$ cat config.mk
export PLATFORM = sky130hd
export DESIGN_NAME = therm_scan
export DESIGN_NICKNAME = d
export VERILOG_FILES = /design/src/rtl/therm_scan.sv
export SDC_FILE = /design/constraint.sdc
export NUM_CORES = 1
export LEC_CHECK = 0
export ABC_CLOCK_PERIOD_IN_PS = 3100
export CAP_MARGIN = 20
export CELL_PAD_IN_SITES_DETAIL_PLACEMENT = 1
export CELL_PAD_IN_SITES_GLOBAL_PLACEMENT = 1
export CORE_ASPECT_RATIO = 1.25
export CORE_MARGIN = 5
export CORE_UTILIZATION = 42
export DETAILED_ROUTE_END_ITERATION = 12
export PLACE_DENSITY_LB_ADDON = 0.1
export SLEW_MARGIN = 40
export SYNTH_ARGS = -nofsm -noshare
export SYNTH_HDL_FRONTEND = slang
export SYNTH_SLANG_ARGS = --single-unit
$ cat constraint.sdc
create_clock -name clk -period 3.1 [get_ports clk]
set_input_delay 0.93 -clock clk [delete_from_list [all_inputs] [get_ports clk]]
set_output_delay 0.93 -clock clk [all_outputs]
set_load 0.005 [all_outputs]
$ cat src/rtl/therm_scan.sv
module therm_scan #(
  parameter int PERIOD_MS    = 640,
  parameter int ON_MS        = 5,
  parameter int SETTLE_MS    = 1,
  parameter int INT_DELAY_MS = 128,
  parameter logic [3:0] SEL_EXT = 4'b1000
) (
  input  logic       clk,
  input  logic       rst_n,
  input  logic       ms_tick,
  input  logic       sleep,
  input  logic       auto_off,
  input  logic       force_on,
  input  logic [3:0] ao_sel,
  input  logic       ext_fail,
  input  logic       int_hot,
  input  logic       rd_clr,
  output logic       bias_en,
  output logic       ext_ot,
  output logic       int_ot
);
  localparam int PW = $clog2(PERIOD_MS);
  localparam int SW = $clog2(SETTLE_MS + 1);
  localparam int IW = $clog2(INT_DELAY_MS + 1);
  localparam logic [PW-1:0] PH_LAST = PW'(PERIOD_MS - 1);
  localparam logic [PW-1:0] PH_ON   = PW'(ON_MS);
  localparam logic [SW-1:0] ST_DONE = SW'(SETTLE_MS);
  localparam logic [IW-1:0] IN_DONE = IW'(INT_DELAY_MS);

  logic [PW-1:0] phase;
  logic [SW-1:0] settle;
  logic [IW-1:0] icnt;
  logic          bias_q, last_fail;

  wire scan_run = !sleep && !auto_off;
  wire auto_req = scan_run && (phase < PH_ON);
  wire sel_req  = (ao_sel == SEL_EXT);
  assign bias_en = !sleep && (force_on || sel_req || auto_req);

  wire armed    = bias_en && bias_q && (settle == ST_DONE);
  wire cur_fail = armed ? ext_fail : last_fail;
  wire int_now  = int_hot && (icnt == IN_DONE);

  always_ff @(posedge clk) begin
    if (!rst_n) begin
      phase <= '0;
    end else if (!scan_run) begin
      phase <= '0;
    end else if (ms_tick) begin
      phase <= (phase == PH_LAST) ? '0 : phase + 1'b1;
    end
  end

  always_ff @(posedge clk) begin
    if (!rst_n) begin
      bias_q    <= 1'b0;
      settle    <= '0;
      last_fail <= 1'b0;
      ext_ot    <= 1'b0;
    end else begin
      bias_q <= bias_en;
      if (bias_en && !bias_q)
        settle <= '0;
      else if (bias_en && ms_tick && settle != ST_DONE)
        settle <= settle + 1'b1;
      if (armed)
        last_fail <= ext_fail;
      if (armed && ext_fail)
        ext_ot <= 1'b1;
      else if (rd_clr && !cur_fail)
        ext_ot <= 1'b0;
    end
  end

  always_ff @(posedge clk) begin
    if (!rst_n) begin
      icnt   <= '0;
      int_ot <= 1'b0;
    end else begin
      if (!int_hot)
        icnt <= '0;
      else if (ms_tick && icnt != IN_DONE)
        icnt <= icnt + 1'b1;
      if (int_now)
        int_ot <= 1'b1;
      else if (rd_clr)
        int_ot <= 1'b0;
    end
  end
endmodule

==> impl_metrics.ini, run 1 <==
[status]
status = complete, no violations

[synthesis]
synth_common_cells = 23 x dfxtp_1, 21 x nor2_1, 9 x inv_1, 9 x xor2_1, 7 x nand4_1
ys_ff_latch = 23
yosysSeqAreaShare_pct = 41.3
synth_top_area_share_pct = 41.3
ys.warnings.count = 0
syn_area_um2 = 1110
synth_most_common_cell = dfxtp_1
synthTopCellsByArea = dfxtp_1 41%, nor2_1 7.1%, xor2_1 7.1%, ha_1 4.5%, nand4_1 3.9%
synthFlopType = dfxtp_1
synthDistinctLibCells = 32
yosys.area.top_type = dfxtp_1
async_flop_share_pct = 0
synth_edf_count = 0
synthesis.area_per_instance_um2 = 8.85
syn_nets = 143
postSynthCellCount = 126

[clock_tree]
cts_hold_buf = 0
max-clock-path-buffers = 2
cts_tree = yes
htree_levels = 1
cts_buffers = 3
clk_latency_ps = 300
cts.sinks = 23
root_buffer = clkbuf_4
cts.clk_slew.worst_paths_ps = 130

[global_routing]
grt_overflow = 0
grt_max_degree = 13
grt_pass1_wl_um = 4700
grt.total_usage_pct = 15.8
grt_pass1_vias = 1105
antenna_found_initial = 0

[sta]
timing.final.ws_setup_ps = 57.0
rsz0062_at_grt = no
max-slew-margin-rel_pct = 66.2
finalClockSkew_ps = 4.13
setup_viol = 0
drv_slew = 0
post-route-period-util_pct = 98.2
hold_viol = 0
fin_setup_tns_ps = 0
fmax_mhz = 329
tightestPinTransition_ps = 501
finalCriticalPeriod_ps = 3040

[floorplan]
num_rows = 21
ios = 16
chipHeight_um = 67.6
die_w_um = 56.1
start_util_pct = 42.4
coreArea_um2 = 2630
dieArea_um2 = 3790

[critical_path]
cp.arrival_ps = 2110
cp-start-kind = input port
worst_ep_required_time_ps = 2170
end_kind = output pin
crit_type = input port to output pin
worstPathMaxFanout = 2

[cells_and_area]
antenna_cells = 0
fillCellCount = 326
syn_to_final_growth_pct = 26.2
final_nets = 172
drive_above_1_share_pct = 12.3
fin_util_pct = 53.5
fin_cells = 188

[drt]
wl_um = 2740
drcViolationCount = 0
dr.first_iter.drc_count = 34
postRouteAntennaNets = 0
viasPerCell = 5.26
via_count = 988
drt_first_pass_iters = 4
wl_per_cell_um = 14.6

[flow_run]
maxCapViolCount = 0

[placed_design]
place_ws_ps = -545
portBuffers = 15
place.detailed.hpwl_um = 2110
post-place-cells = 181
place.gp.congestion = 0.808

[hold_path]
hold_class = flip-flop to flip-flop

[power]
power.density_nw_per_um2 = 353
vdd.ir_drop.worst_uv = 190
fin_total_pwr_mw = 0.496
p_leak_nw = 0.504
-- flip-flops by register name (all words and copies together), names as in the netlist --
signal / count
settle: 1
phase: 10
last_fail: 1
bias_q: 1
icnt: 8
int_ot: 1
ext_ot: 1
-- per-stage QoR --
stage               instance area (um2)  hold WS [ps]
global placement                   1360           498
floorplan                          1110           478
finish                             1410           533
global route                       1410           556
detailed placement                 1360           513
CTS                                1410           533
-- final cells by class --
cell class	count	area, um2	area share (%)
clock buffers	4	26.3	1.87
inverters	9	33.8	2.40
flip-flops and latches	23	460	32.7
repair buffers	25	221	15.7
well taps	34	42.5	3.02
multi-input cells	93	622	44.2
-- layout by cell type (no fill, tap or decap), drive strengths merged, types with 2 or more instances in the layout --
cell and n:
a21oi 5, and3 2, and4 2, buf 11, clkbuf 4, clkdlybuf4s50 10, dfxtp 23, dlygate4sd2 4
ha 4, inv 9, mux2i 2, nand2 6, nand2b 3, nand3 5, nand4 7, nor2 21
nor3 3, nor4 2, o2111ai 2, o211ai 2, o21ai 2, xnor2 5, xor2 9
-- worst max-delay path, cell delays in order --
cell and delay [ps]:
dlygate4sd2_1 230, or4b_4 540, a21oi_2 170, or2_4 150, buf_6 90
-- power by group --
group,switching [mW],total [mW],internal [mW]
Clock,0.0899,0.140,0.0501
Combinational,0.0226,0.0541,0.0315
Sequential,0.00356,0.302,0.299
Total,0.116,0.496,0.380
-- final timing paths --
check                           slack (ps)  endpoint       from  cells past startpoint
worst max register to register        1190    settle   phase[0]                      8
worst max-delay path                    60   bias_en  ao_sel[0]                      5
worst min-delay path                   530    ext_ot     ext_ot                      2
worst min register to register         530    ext_ot     ext_ot                      2
-- metal layers --
metal | track usage (%) | up-vias | wire length, um
met5 | 0 | - | 0
met4 | 7.12 | 0 | 42
met3 | 2.87 | 4 | 56
met2 | 31.1 | 11 | 1460
met1 | 16.1 | 470 | 1180
li1 | - | 503 | -
-- logic make-up (layout without fill, tap and decap cells) --
group / Yosys count / count (layout) / share of synthesized area, %
AO/OA/AOI/OAI: 16 / 16 / 11.3
XOR/XNOR: 14 / 14 / 11.0
adder cells (fa/ha/maj): 4 / 4 / 4.49
buffers and inverters: 10 / 38 / 3.48
flip-flops: 23 / 23 / 41.3
multiplexers: 2 / 2 / 1.80
AND/OR/NAND/NOR: 57 / 57 / 26.6
-- repair_timing --
action	in CTS	in global routing
resized for setup	11	0
endpoints found under the setup margin	1	0
hold endpoints to repair	0	0
buffers inserted	3	0
Power figures use the tool's default switching activity.
==> run 2: changes to the inputs <==
ABC_CLOCK_PERIOD_IN_PS = not set   (was 3100)
CORE_UTILIZATION = 49   (was 42)
DONT_BUFFER_PORTS = 1   (was not set)
GPL_TIMING_DRIVEN = 0   (was not set)
==> impl_metrics.ini, run 2 (synthesis gave the netlist of run 1 again) <==
[clock_tree]
cts_buffers = 3
cts_tree = yes
cts.sinks = 23
cts_resized = 0
cts_hold_buf = 0
htree_levels = 1
clk_latency_ps = 300
postCtsSetupBuffers = 0
root_buffer = clkbuf_4
cts.clk_slew.worst_paths_ps = 130
max-clock-path-buffers = 2

[hold_path]
hold_class = flip-flop to flip-flop
hold_depth = 2

[drt]
drcViolationCount = 0
wl_per_cell_um = 14.9
postRouteAntennaNets = 0
drt_first_pass_iters = 3
wl_um = 2400
viasPerCell = 5.47
via_count = 881
dr.first_iter.drc_count = 18

[placed_design]
post-place-cells = 157
place.gp.congestion = 0.812
postPlaceCellArea_um2 = 1150
portBuffers = 0
place.detailed.hpwl_um = 1950

[global_routing]
grt_overflow = 0
grt_max_degree = 14
grt_pass1_wl_um = 4080
grt.total_usage_pct = 15.9
grt_pass1_vias = 988
antenna_found_initial = 0

[cells_and_area]
fillCellCount = 283
final_cell_mix = 23 x dfxtp_1, 21 x nor2_1, 9 x inv_1, 9 x xor2_1, 7 x nand4_1
stdcell_area_um2 = 1180
antenna_cells = 0
final_nets = 148
layout_commonest_cell = dfxtp_1
fin_util_pct = 54.0
fin_cells = 161
largest_register_ffs = 10
top_regs = phase: 10 flops, icnt: 8 flops
syn_to_final_growth_pct = 5.95
drive_above_1_share_pct = 6.92
largest_register = phase

[floorplan]
dieArea_um2 = 3330
coreArea_um2 = 2190
ios = 16
die_w_um = 52.7
chipHeight_um = 63.3
num_rows = 19
start_util_pct = 51.0

[critical_path]
cp-start-kind = input port
r2r_cells = 6
end_kind = output pin
worstPathMaxFanout = 3
worst_ep_required_time_ps = 2170
crit_type = input port to output pin
cp.arrival_ps = 1870

[sta]
fin_setup_tns_ps = 0
max-slew-margin-rel_pct = 64.5
setup_viol = 0
drv_slew = 0
post-route-period-util_pct = 90.4
hold_viol = 0
rsz0062_at_grt = no
tightestPinTransition_ps = 527
finalCriticalPeriod_ps = 2800
finalClockSkew_ps = 3.52
fmax_mhz = 357

[power]
p_leak_nw = 0.397
vdd.ir_drop.worst_uv = 248
power.density_nw_per_um2 = 393

[status]
status = complete, no violations

[flow_run]
maxCapViolCount = 0
==> run 2: changes by cell type in the layout (fill, tap and decap cells not counted), sizes merged <==
| cell | delta |
|---|---|
| dlygate4sd2 | -4 |
| clkinv | +1 |
| clkbuf | -1 |
| buf | -10 |
| clkdlybuf4s50 | -10 |
==> run 2: final cells by class <==
class                      instances  area [um2]  area share (%)
inverter                           9        33.8            2.86
sequential                        23         460            39.0
clock inverter                     1        5.00           0.424
tap                               31        38.8            3.28
multi-input combinational         93         616            52.1
clock buffer                       3        22.5            1.91
buffer                             1        5.00           0.424
==> run 2: power breakdown <==
group / internal (mW) / switching [mW]
logic: 0.00969 / 0.0152
clock network: 0.0481 / 0.0895
registers: 0.299 / 0.00317
==> run 2: final timing paths <==
check | slack [ps] | endpoint | start
max | 300 | bias_en | ao_sel[1]
min | 530 | last_fail | last_fail
max reg2reg | 1370 | settle | phase[0]
min reg2reg | 530 | last_fail | last_fail
==> run 2: worst max-delay path: stages <==
cell     delay (ps)
or4b_4          530
a21oi_1         230
or2_2           190
==> run 2: through the flow <==
step                hold slack [ps]  setup slack (ps)  power [mW]
floorplan                       478               374       0.327
global route                    565               248       0.487
finish                          530               297       0.464
detailed placement              510               283       0.334
CTS                             534               281       0.470
global placement                495               323       0.332
==> run 2: per-layer routing <==
layer	up-vias	routed length (um)	GRT usage, %
li1	453	-	-
met1	415	957	16.6
met2	11	1370	30.7
met3	2	62	2.12
met4	0	17	5.43
met5	-	0	0
==> run 3: changes to the inputs <==
CTS_CLUSTER_DIAMETER = 40   (was not set)
CTS_CLUSTER_SIZE = 12   (was not set)
==> results of run 3 <==
Same layout as run 2: the final DEF is identical, and so are final timing and power.
